`src/rtl/mwr_pkg.sv`:
```
package mwr_pkg;
   typedef enum logic [3:0] {
      S_IDLE, S_CSLO, S_CSHI, S_BSET, S_BHI, S_BLO,
      S_CONF, S_DHI, S_DLO, S_END
   } mwr_state_t;

   localparam int          MWR_OP_W    = 3;
   localparam logic [2:0]  MWR_READ_OP = 3'b110;
endpackage

```
`src/rtl/mwr_insync.sv`:
```
module mwr_insync #(
   parameter int STAGES = 2
) (
   input  logic clk,
   input  logic rst_n,
   input  logic d,
   output logic q
);
   generate
      if (STAGES == 1) begin : g_single
         logic ff;
         always_ff @(posedge clk or negedge rst_n)
            if (!rst_n) ff <= 1'b1;
            else        ff <= d;
         assign q = ff;
      end else begin : g_chain
         logic [STAGES-1:0] ff;
         always_ff @(posedge clk or negedge rst_n)
            if (!rst_n) ff <= '1;
            else        ff <= {ff[STAGES-2:0], d};
         assign q = ff[STAGES-1];
      end
   endgenerate
endmodule

```
`src/rtl/mwr_dly.sv`:
```
module mwr_dly #(
   parameter int W = 8
) (
   input  logic         clk,
   input  logic         rst_n,
   input  logic         load,
   input  logic [W-1:0] val,
   output logic         expire
);
   logic [W-1:0] cnt;

   always_ff @(posedge clk or negedge rst_n)
      if (!rst_n)            cnt <= '0;
      else if (load)         cnt <= val;
      else if (cnt != '0)    cnt <= cnt - 1'b1;

   assign expire = (cnt == '0);
endmodule

```
`src/rtl/mwr_eeprom_rd.sv`:
```
module mwr_eeprom_rd
   import mwr_pkg::*;
#(
   parameter int WORD_W      = 16,
   parameter int NARROW_AW   = 6,
   parameter int WIDE_AW     = 8,
   parameter int PROBE_LIMIT = 12,
   parameter int MAX_RETRY   = 10,
   parameter int HALF_CYC    = 125,
   parameter int EN_CYC      = 250,
   parameter int DONE_CYC    = 250,
   parameter int SYNC_STAGES = 2
) (
   input  logic               clk,
   input  logic               rst_n,
   input  logic               req_valid,
   input  logic [WIDE_AW-1:0] req_addr,
   output logic               req_ready,
   output logic               rsp_done,
   output logic [WORD_W-1:0]  rsp_data,
   output logic               err_retry,
   output logic [3:0]         addr_width,
   output logic               ee_cs,
   output logic               ee_sk,
   output logic               ee_di,
   input  logic               ee_do
);
   localparam int SR_W    = MWR_OP_W + PROBE_LIMIT;
   localparam int SENT_W  = $clog2(SR_W + 1);
   localparam int DC_W    = $clog2(WORD_W);
   localparam int RT_W    = $clog2(MAX_RETRY + 1);
   localparam int DLY_MAX = (HALF_CYC > EN_CYC) ?
                            ((HALF_CYC > DONE_CYC) ? HALF_CYC : DONE_CYC) :
                            ((EN_CYC > DONE_CYC) ? EN_CYC : DONE_CYC);
   localparam int DLY_W   = $clog2(DLY_MAX + 1);

   generate
      if (SYNC_STAGES < 1)                   begin : g_bad_sync  $error("SYNC_STAGES must be at least 1"); end
      if (HALF_CYC < SYNC_STAGES + 2)        begin : g_bad_half  $error("HALF_CYC too short for the input synchronizer"); end
      if (EN_CYC < 1 || DONE_CYC < 1)        begin : g_bad_gap   $error("select delays must be at least one cycle"); end
      if (NARROW_AW >= WIDE_AW)              begin : g_bad_aw    $error("NARROW_AW must be below WIDE_AW"); end
      if (WIDE_AW > PROBE_LIMIT || PROBE_LIMIT > 15) begin : g_bad_probe $error("PROBE_LIMIT out of range"); end
      if (MAX_RETRY < 1)                     begin : g_bad_retry $error("MAX_RETRY must be at least 1"); end
   endgenerate

   mwr_state_t               st, st_n;
   logic                     sizing, sized, again;
   logic [SR_W-1:0]          cmd_sr;
   logic [SENT_W-1:0]        sent, sent_n, probe;
   logic [DC_W-1:0]          dcnt;
   logic [RT_W-1:0]          retries;
   logic [WORD_W-1:0]        dsr;
   logic [WIDE_AW-1:0]       addr_q;
   logic [3:0]               awidth, det_w;
   logic                     dsamp, expire, tmr_load, b_last, do_retry, d_last, wide;
   logic [DLY_W-1:0]         tmr_val;

   function automatic logic [SR_W-1:0] cmd_word(input logic w8, input logic [WIDE_AW-1:0] a);
      logic [SR_W-1:0] v;
      v = '0;
      v[SR_W-1 -: MWR_OP_W] = MWR_READ_OP;
      if (w8) v[SR_W-MWR_OP_W-1 -: WIDE_AW]   = a;
      else    v[SR_W-MWR_OP_W-1 -: NARROW_AW] = a[NARROW_AW-1:0];
      return v;
   endfunction

   function automatic logic [DLY_W-1:0] dly_m1(input mwr_state_t s);
      case (s)
         S_CSLO, S_CSHI: return DLY_W'(EN_CYC - 1);
         S_END:          return DLY_W'(DONE_CYC - 1);
         S_IDLE:         return '0;
         default:        return DLY_W'(HALF_CYC - 1);
      endcase
   endfunction

   mwr_insync #(.STAGES(SYNC_STAGES)) u_sync (
      .clk(clk), .rst_n(rst_n), .d(ee_do), .q(dsamp));

   mwr_dly #(.W(DLY_W)) u_dly (
      .clk(clk), .rst_n(rst_n), .load(tmr_load), .val(tmr_val), .expire(expire));

   assign wide     = (awidth == 4'(WIDE_AW));
   assign sent_n   = sent + 1'b1;
   assign probe    = sent_n - SENT_W'(MWR_OP_W);
   assign det_w    = (probe == SENT_W'(NARROW_AW) || probe == SENT_W'(WIDE_AW)) ?
                     4'(probe) : 4'(NARROW_AW);
   assign b_last   = sizing ? ((sent_n > SENT_W'(MWR_OP_W)) && (!dsamp || sent_n == SENT_W'(SR_W)))
                            : (sent_n == SENT_W'(MWR_OP_W) + SENT_W'(awidth));
   assign do_retry = !sizing && dsamp && (retries < RT_W'(MAX_RETRY));
   assign d_last   = (dcnt == DC_W'(WORD_W - 1));

   always_comb begin
      st_n = st;
      case (st)
         S_IDLE: if (!sized || req_valid) st_n = S_CSLO;
         S_CSLO: if (expire) st_n = S_CSHI;
         S_CSHI: if (expire) st_n = S_BSET;
         S_BSET: if (expire) st_n = S_BHI;
         S_BHI:  if (expire) st_n = S_BLO;
         S_BLO:  if (expire) st_n = b_last ? S_CONF : S_BSET;
         S_CONF: if (expire) st_n = do_retry ? S_END : S_DHI;
         S_DHI:  if (expire) st_n = S_DLO;
         S_DLO:  if (expire) st_n = d_last ? S_END : S_DHI;
         S_END:  if (expire) st_n = again ? S_CSLO : S_IDLE;
         default:            st_n = S_IDLE;
      endcase
   end

   assign tmr_load = (st_n != st);
   assign tmr_val  = dly_m1(st_n);

   always_ff @(posedge clk or negedge rst_n) begin
      if (!rst_n) begin
         st        <= S_IDLE;
         sizing    <= 1'b0;
         sized     <= 1'b0;
         again     <= 1'b0;
         cmd_sr    <= '0;
         sent      <= '0;
         dcnt      <= '0;
         retries   <= '0;
         dsr       <= '0;
         addr_q    <= '0;
         awidth    <= 4'(NARROW_AW);
         rsp_done  <= 1'b0;
         rsp_data  <= '0;
         err_retry <= 1'b0;
      end else begin
         st       <= st_n;
         rsp_done <= 1'b0;
         case (st)
            S_IDLE: if (st_n == S_CSLO) begin
               if (!sized) begin
                  sizing <= 1'b1;
                  cmd_sr <= cmd_word(1'b0, '0);
               end else begin
                  addr_q  <= req_addr;
                  cmd_sr  <= cmd_word(wide, req_addr);
                  retries <= '0;
               end
            end
            S_CSHI: if (expire) sent <= '0;
            S_BLO: if (expire) begin
               sent   <= sent_n;
               cmd_sr <= cmd_sr << 1;
               if (sizing && b_last) awidth <= det_w;
            end
            S_CONF: if (expire) begin
               dcnt  <= '0;
               again <= do_retry;
               if (do_retry) retries <= retries + 1'b1;
               if (!sizing && dsamp && !do_retry) err_retry <= 1'b1;
            end
            S_DHI: if (expire) dsr  <= {dsr[WORD_W-2:0], dsamp};
            S_DLO: if (expire) dcnt <= dcnt + 1'b1;
            S_END: if (expire) begin
               if (again) begin
                  again  <= 1'b0;
                  cmd_sr <= cmd_word(wide, addr_q);
               end else if (sizing) begin
                  sizing <= 1'b0;
                  sized  <= 1'b1;
               end else begin
                  rsp_done <= 1'b1;
                  rsp_data <= dsr;
               end
            end
            default: ;
         endcase
      end
   end

   assign req_ready  = sized && (st == S_IDLE);
   assign addr_width = awidth;
   assign ee_cs      = !(st inside {S_IDLE, S_CSLO, S_END});
   assign ee_sk      = (st == S_BHI) || (st == S_DHI);
   assign ee_di      = (st inside {S_BSET, S_BHI, S_BLO}) && cmd_sr[SR_W-1];

   // Serial line discipline
   p_sk_in_cs_r2: assert property (@(posedge clk) disable iff (!rst_n) ee_sk |-> ee_cs);
   p_one_line_r2: assert property (@(posedge clk) disable iff (!rst_n)
      $countones({!$stable(ee_cs), !$stable(ee_sk), !$stable(ee_di)}) <= 1);
   p_di_hold_r2:  assert property (@(posedge clk) disable iff (!rst_n)
      (ee_sk || $past(ee_sk)) |-> $stable(ee_di));
   // Width status is always a legal value once requests are open
   p_width_ok_r4: assert property (@(posedge clk) disable iff (!rst_n)
      req_ready |-> (addr_width == 4'(NARROW_AW) || addr_width == 4'(WIDE_AW)));
   // No completion while sizing
   p_quiet_size_r5: assert property (@(posedge clk) disable iff (!rst_n) sizing |-> !rsp_done);
   // Retry count bounded
   p_retry_cap_r6: assert property (@(posedge clk) disable iff (!rst_n) retries <= RT_W'(MAX_RETRY));
   // Error flag never clears
   p_err_sticky_r7: assert property (@(posedge clk) disable iff (!rst_n) err_retry |=> err_retry);
   // Handshake
   p_done_pulse_r10: assert property (@(posedge clk) disable iff (!rst_n) rsp_done |=> !rsp_done);
   p_ready_idle_r10: assert property (@(posedge clk) disable iff (!rst_n) req_ready |-> !ee_cs);
endmodule

```
`config.mk`:
```
export PLATFORM = sky130hd
export DESIGN_NAME = mwr_eeprom_rd
export DESIGN_NICKNAME = d
export VERILOG_FILES = /design/src/rtl/mwr_pkg.sv /design/src/rtl/mwr_insync.sv /design/src/rtl/mwr_dly.sv /design/src/rtl/mwr_eeprom_rd.sv
export SDC_FILE = /design/constraint.sdc
export NUM_CORES = 1
export LEC_CHECK = 0
export BUFFER_PORTS_ARGS = -buffer_cell sky130_fd_sc_hd__buf_4
export CORE_UTILIZATION = 35
export CTS_CLUSTER_DIAMETER = 40
export CTS_CLUSTER_SIZE = 24
export DETAILED_ROUTE_END_ITERATION = 16
export PLACE_DENSITY_LB_ADDON = 0.2
export SYNTH_ARGS = -nofsm -noshare
export SYNTH_HDL_FRONTEND = slang
export SYNTH_HIERARCHICAL = 1
export SYNTH_SLANG_ARGS = --single-unit
```
`constraint.sdc`:
```
create_clock -name clk -period 3.85 [get_ports clk]
set_input_delay 0 -clock clk [delete_from_list [all_inputs] [get_ports clk]]
set_output_delay 0 -clock clk [all_outputs]
set_load 0.01 [all_outputs]
```
==> reports/results.txt <==
Detailed Routing Iterations Pass 1 = 4
Final layout net count = 470
CORE AREA = 12100 um^2
Crit end category = flip-flop
Max Transition Viols Final = 0
Post-CTS Setup Bufs = 0
TNS Setup = 0 ns
Reg-to-reg startpoint = u_dly/cnt[0]$_DFFE_PN0P_
Sequential power share = 0.490
Ant. Diodes = 0
Worst hold slack = 0.199 ns
Vias in the first global route = 3170
Clock buffer count from CTS = 9
Distinct cells, synth = 72
Fraction of registers with async set/reset = 1.00
Combinational fraction of design power = 0.158
CTS max path bufs = 2
Gr busiest metal = met2
Kind of critical path = flip-flop to flip-flop
Tot GR Track Use = 0.160
Clock skew = 0.00723 ns
WL per Instance = 15.0 um
TritonCTS clock tree = yes
Port Buf Inserts = 37
Syn. warnings = 6
GR Overflow Total = 0
CTS Sinks = 86
M3 GR Usage = 0.0455
Worst Path Arrival = 3.46 ns
Max H-tree Level = 3
Yosys reg bits = 86
Final setup margin = 0.598 ns
Unrepaired setup endpoints after global routing = false
Critical path origin = u_dly/cnt[0]$_DFFE_PN0P_
Initial Util = 0.363
Residual DRC = 0
Die width = 114 um
Met2 usage = 0.243
Hold/Removal Path Class = primary input to async pin
Largest net degree at the start of global routing = 45
Leakage = 2.43 nW
First-pass GRT wire length = 15900 um
Top cells by area, synth = dfrtp_1, mux2_2, nand2_1, mux2i_1, a21oi_1
Initial antenna violation count = 0
Sw Share = 0.290
DR iter-0 viols = 206
HPWL Detailed = 6430 um
Worst-Skew Late Latency = 0.34 ns
# rows = 40
Ys flop type = dfrtp_1
Worst-case vdd ir drop = 0.237 mV
CP required = 4.06 ns
Synth top area share = 0.467
Final core utilization = 0.430
Filler instances = 1191
Cell Int Power = 1.60 mW
Count leader, synth = dfrtp_1
Synth area leader = dfrtp_1
Layout cells sized above 1 = 0.259
Mapped Area = 4390 um^2
Minimum clock period = 3.25 ns
Register area share after synthesis = 0.491
CTS clock-pin slew for the worst setup and hold paths = 0.06 ns
Post-synth EDFFs = 0
Crit path max fanout = 28
Fmax = 307 MHz
Tcrit/Tclk final = 0.845
Worst slew margin = 0.419
Worst-margin pin slew = 0.870 ns
Worst Reg-to-Reg Cells = 13
IO Pins = 38
Crit path launch type = flip-flop
Via density = 5.10
Status = finished clean
Final Hold Viols = 0
DIE HEIGHT = 114 um
Final setup fails = 0
Synth Instances = 403
Routed Antenna Nets = 0
Clock share of power = 0.352
Dpl ws = 0.627 ns
Mean Syn Cell Area = 10.9 um^2
CTS Root Cell = clkbuf_16
GR met1 Demand/Resource = 0.216
Placer Congestion = 0.824
Total Wirelength = 9320 um
Syn_nets = 423
P_sw = 0.653 mW
P per Cell Area = 432 nW/um^2
Max Cap Viol = 0
Die area = 13000 um^2
Vias = 3175
Area Overhead vs Synth = 18.4%
Commonest cells post-synth = dfrtp_1, mux2_2, nand2_1, a21oi_1, o21ai_0
[cells by family after synthesis]
kind of cell / synth area share
and+or+nand+nor: 0.138
AOI/OAI and AO/OA: 0.146
DFF: 0.491
muxes: 0.135
buffers and inverters: 0.0356
xor gates and xnor gates: 0.0316
adders and majority gates: 0.0228
other: 0.000853
[power groups by stage]
stage                     Sequential [mW]  Combinational, mW  Clock [mW]
after floorplan                      1.07              0.284           0
after global placement               1.11              0.342           0
after detailed placement             1.12              0.347           0
after CTS                            1.10              0.356       0.824
after global routing                 1.12              0.400       0.864
final                                1.10              0.356       0.792
[path summary, 6_finish.rpt]
path | end | slack [ns]
worst max-delay path | u_dly/cnt[6]$_DFFE_PN0P_ | 0.60
min in group clk | retries[2]$_DFFE_PN0P_ | 0.21
max in group asynchronous | rsp_data[10]$_DFFE_PN0P_ | 2.66
worst min-delay path | u_dly/cnt[1]$_DFFE_PN0P_ | 0.20
worst max register to register | u_dly/cnt[6]$_DFFE_PN0P_ | 0.60
worst min register to register | u_sync/g_chain.ff[1]$_DFF_PN1_ | 0.36
[flip-flops by register name, indices dropped and copies added, names as in the netlist, 2 cells and up]
name / flops
u_dly/cnt: 8
u_sync/g_chain.ff: 2
addr_q: 8
rsp_data: 16
st: 4
retries: 4
dcnt: 4
dsr: 16
sent: 4
cmd_sr: 11
addr_width: 4
[timing repair]
action                    CTS  global route
hold buffers               10             0
hold endpoints to repair   49             0
gates resized for setup     0             0
[layout by cell type (no fill, tap or decap), types with 5 or more instances in the layout]
cell	n
dfrtp_1	82
buf_4	44
mux2_2	41
nand2_1	35
a21oi_1	25
o21ai_0	22
nor2_1	20
inv_1	14
mux2i_1	13
dlygate4sd3_1	10
clkbuf_16	9
ha_1	8
nand3_1	7
o22ai_1	7
nand4_1	6
nor3_1	6
xor2_1	6
nand2b_1	5
[metrics by stage]
step                power [mW]  instance area (um^2)  instances
floorplan                 1.36                  4390        403
detailed placement        1.46                  4830        597
global route              2.38                  5200        623
finish                    2.25                  5200        623
CTS                       2.28                  5200        623
global placement          1.46                  4830        597
[final cells by class]
type                       count  area, um^2  area share
timing repair buffer          54         430      0.0827
tap                          168         210      0.0404
clock buffer                  10         229      0.0440
multi-input combinational    284        2080       0.400
sequential                    86        2160       0.415
inverter                      15        56.3      0.0108
clock inverter                 6        40.0     0.00769
[worst max-delay path, stage by stage (launching register included)]
cell and delay (ns):
dfrtp_1 0.42, inv_1 0.09, ha_1 0.21, or3b_1 0.47, nor2_1 0.14, buf_4 0.29
nand3b_1 0.15, o21ai_1 0.23, nand2_1 0.10, nor2_1 0.10, a31oi_1 0.13, or4_1 0.60
nand2_1 0.10, nand3_1 0.07
[routing by layer]
layer | vias up | wire length (um)
li1 | 1572 | -
met1 | 1545 | 4520
met2 | 49 | 4280
met3 | 9 | 379
met4 | 0 | 143
met5 | - | 0
Power figures use the tool's default switching activity.
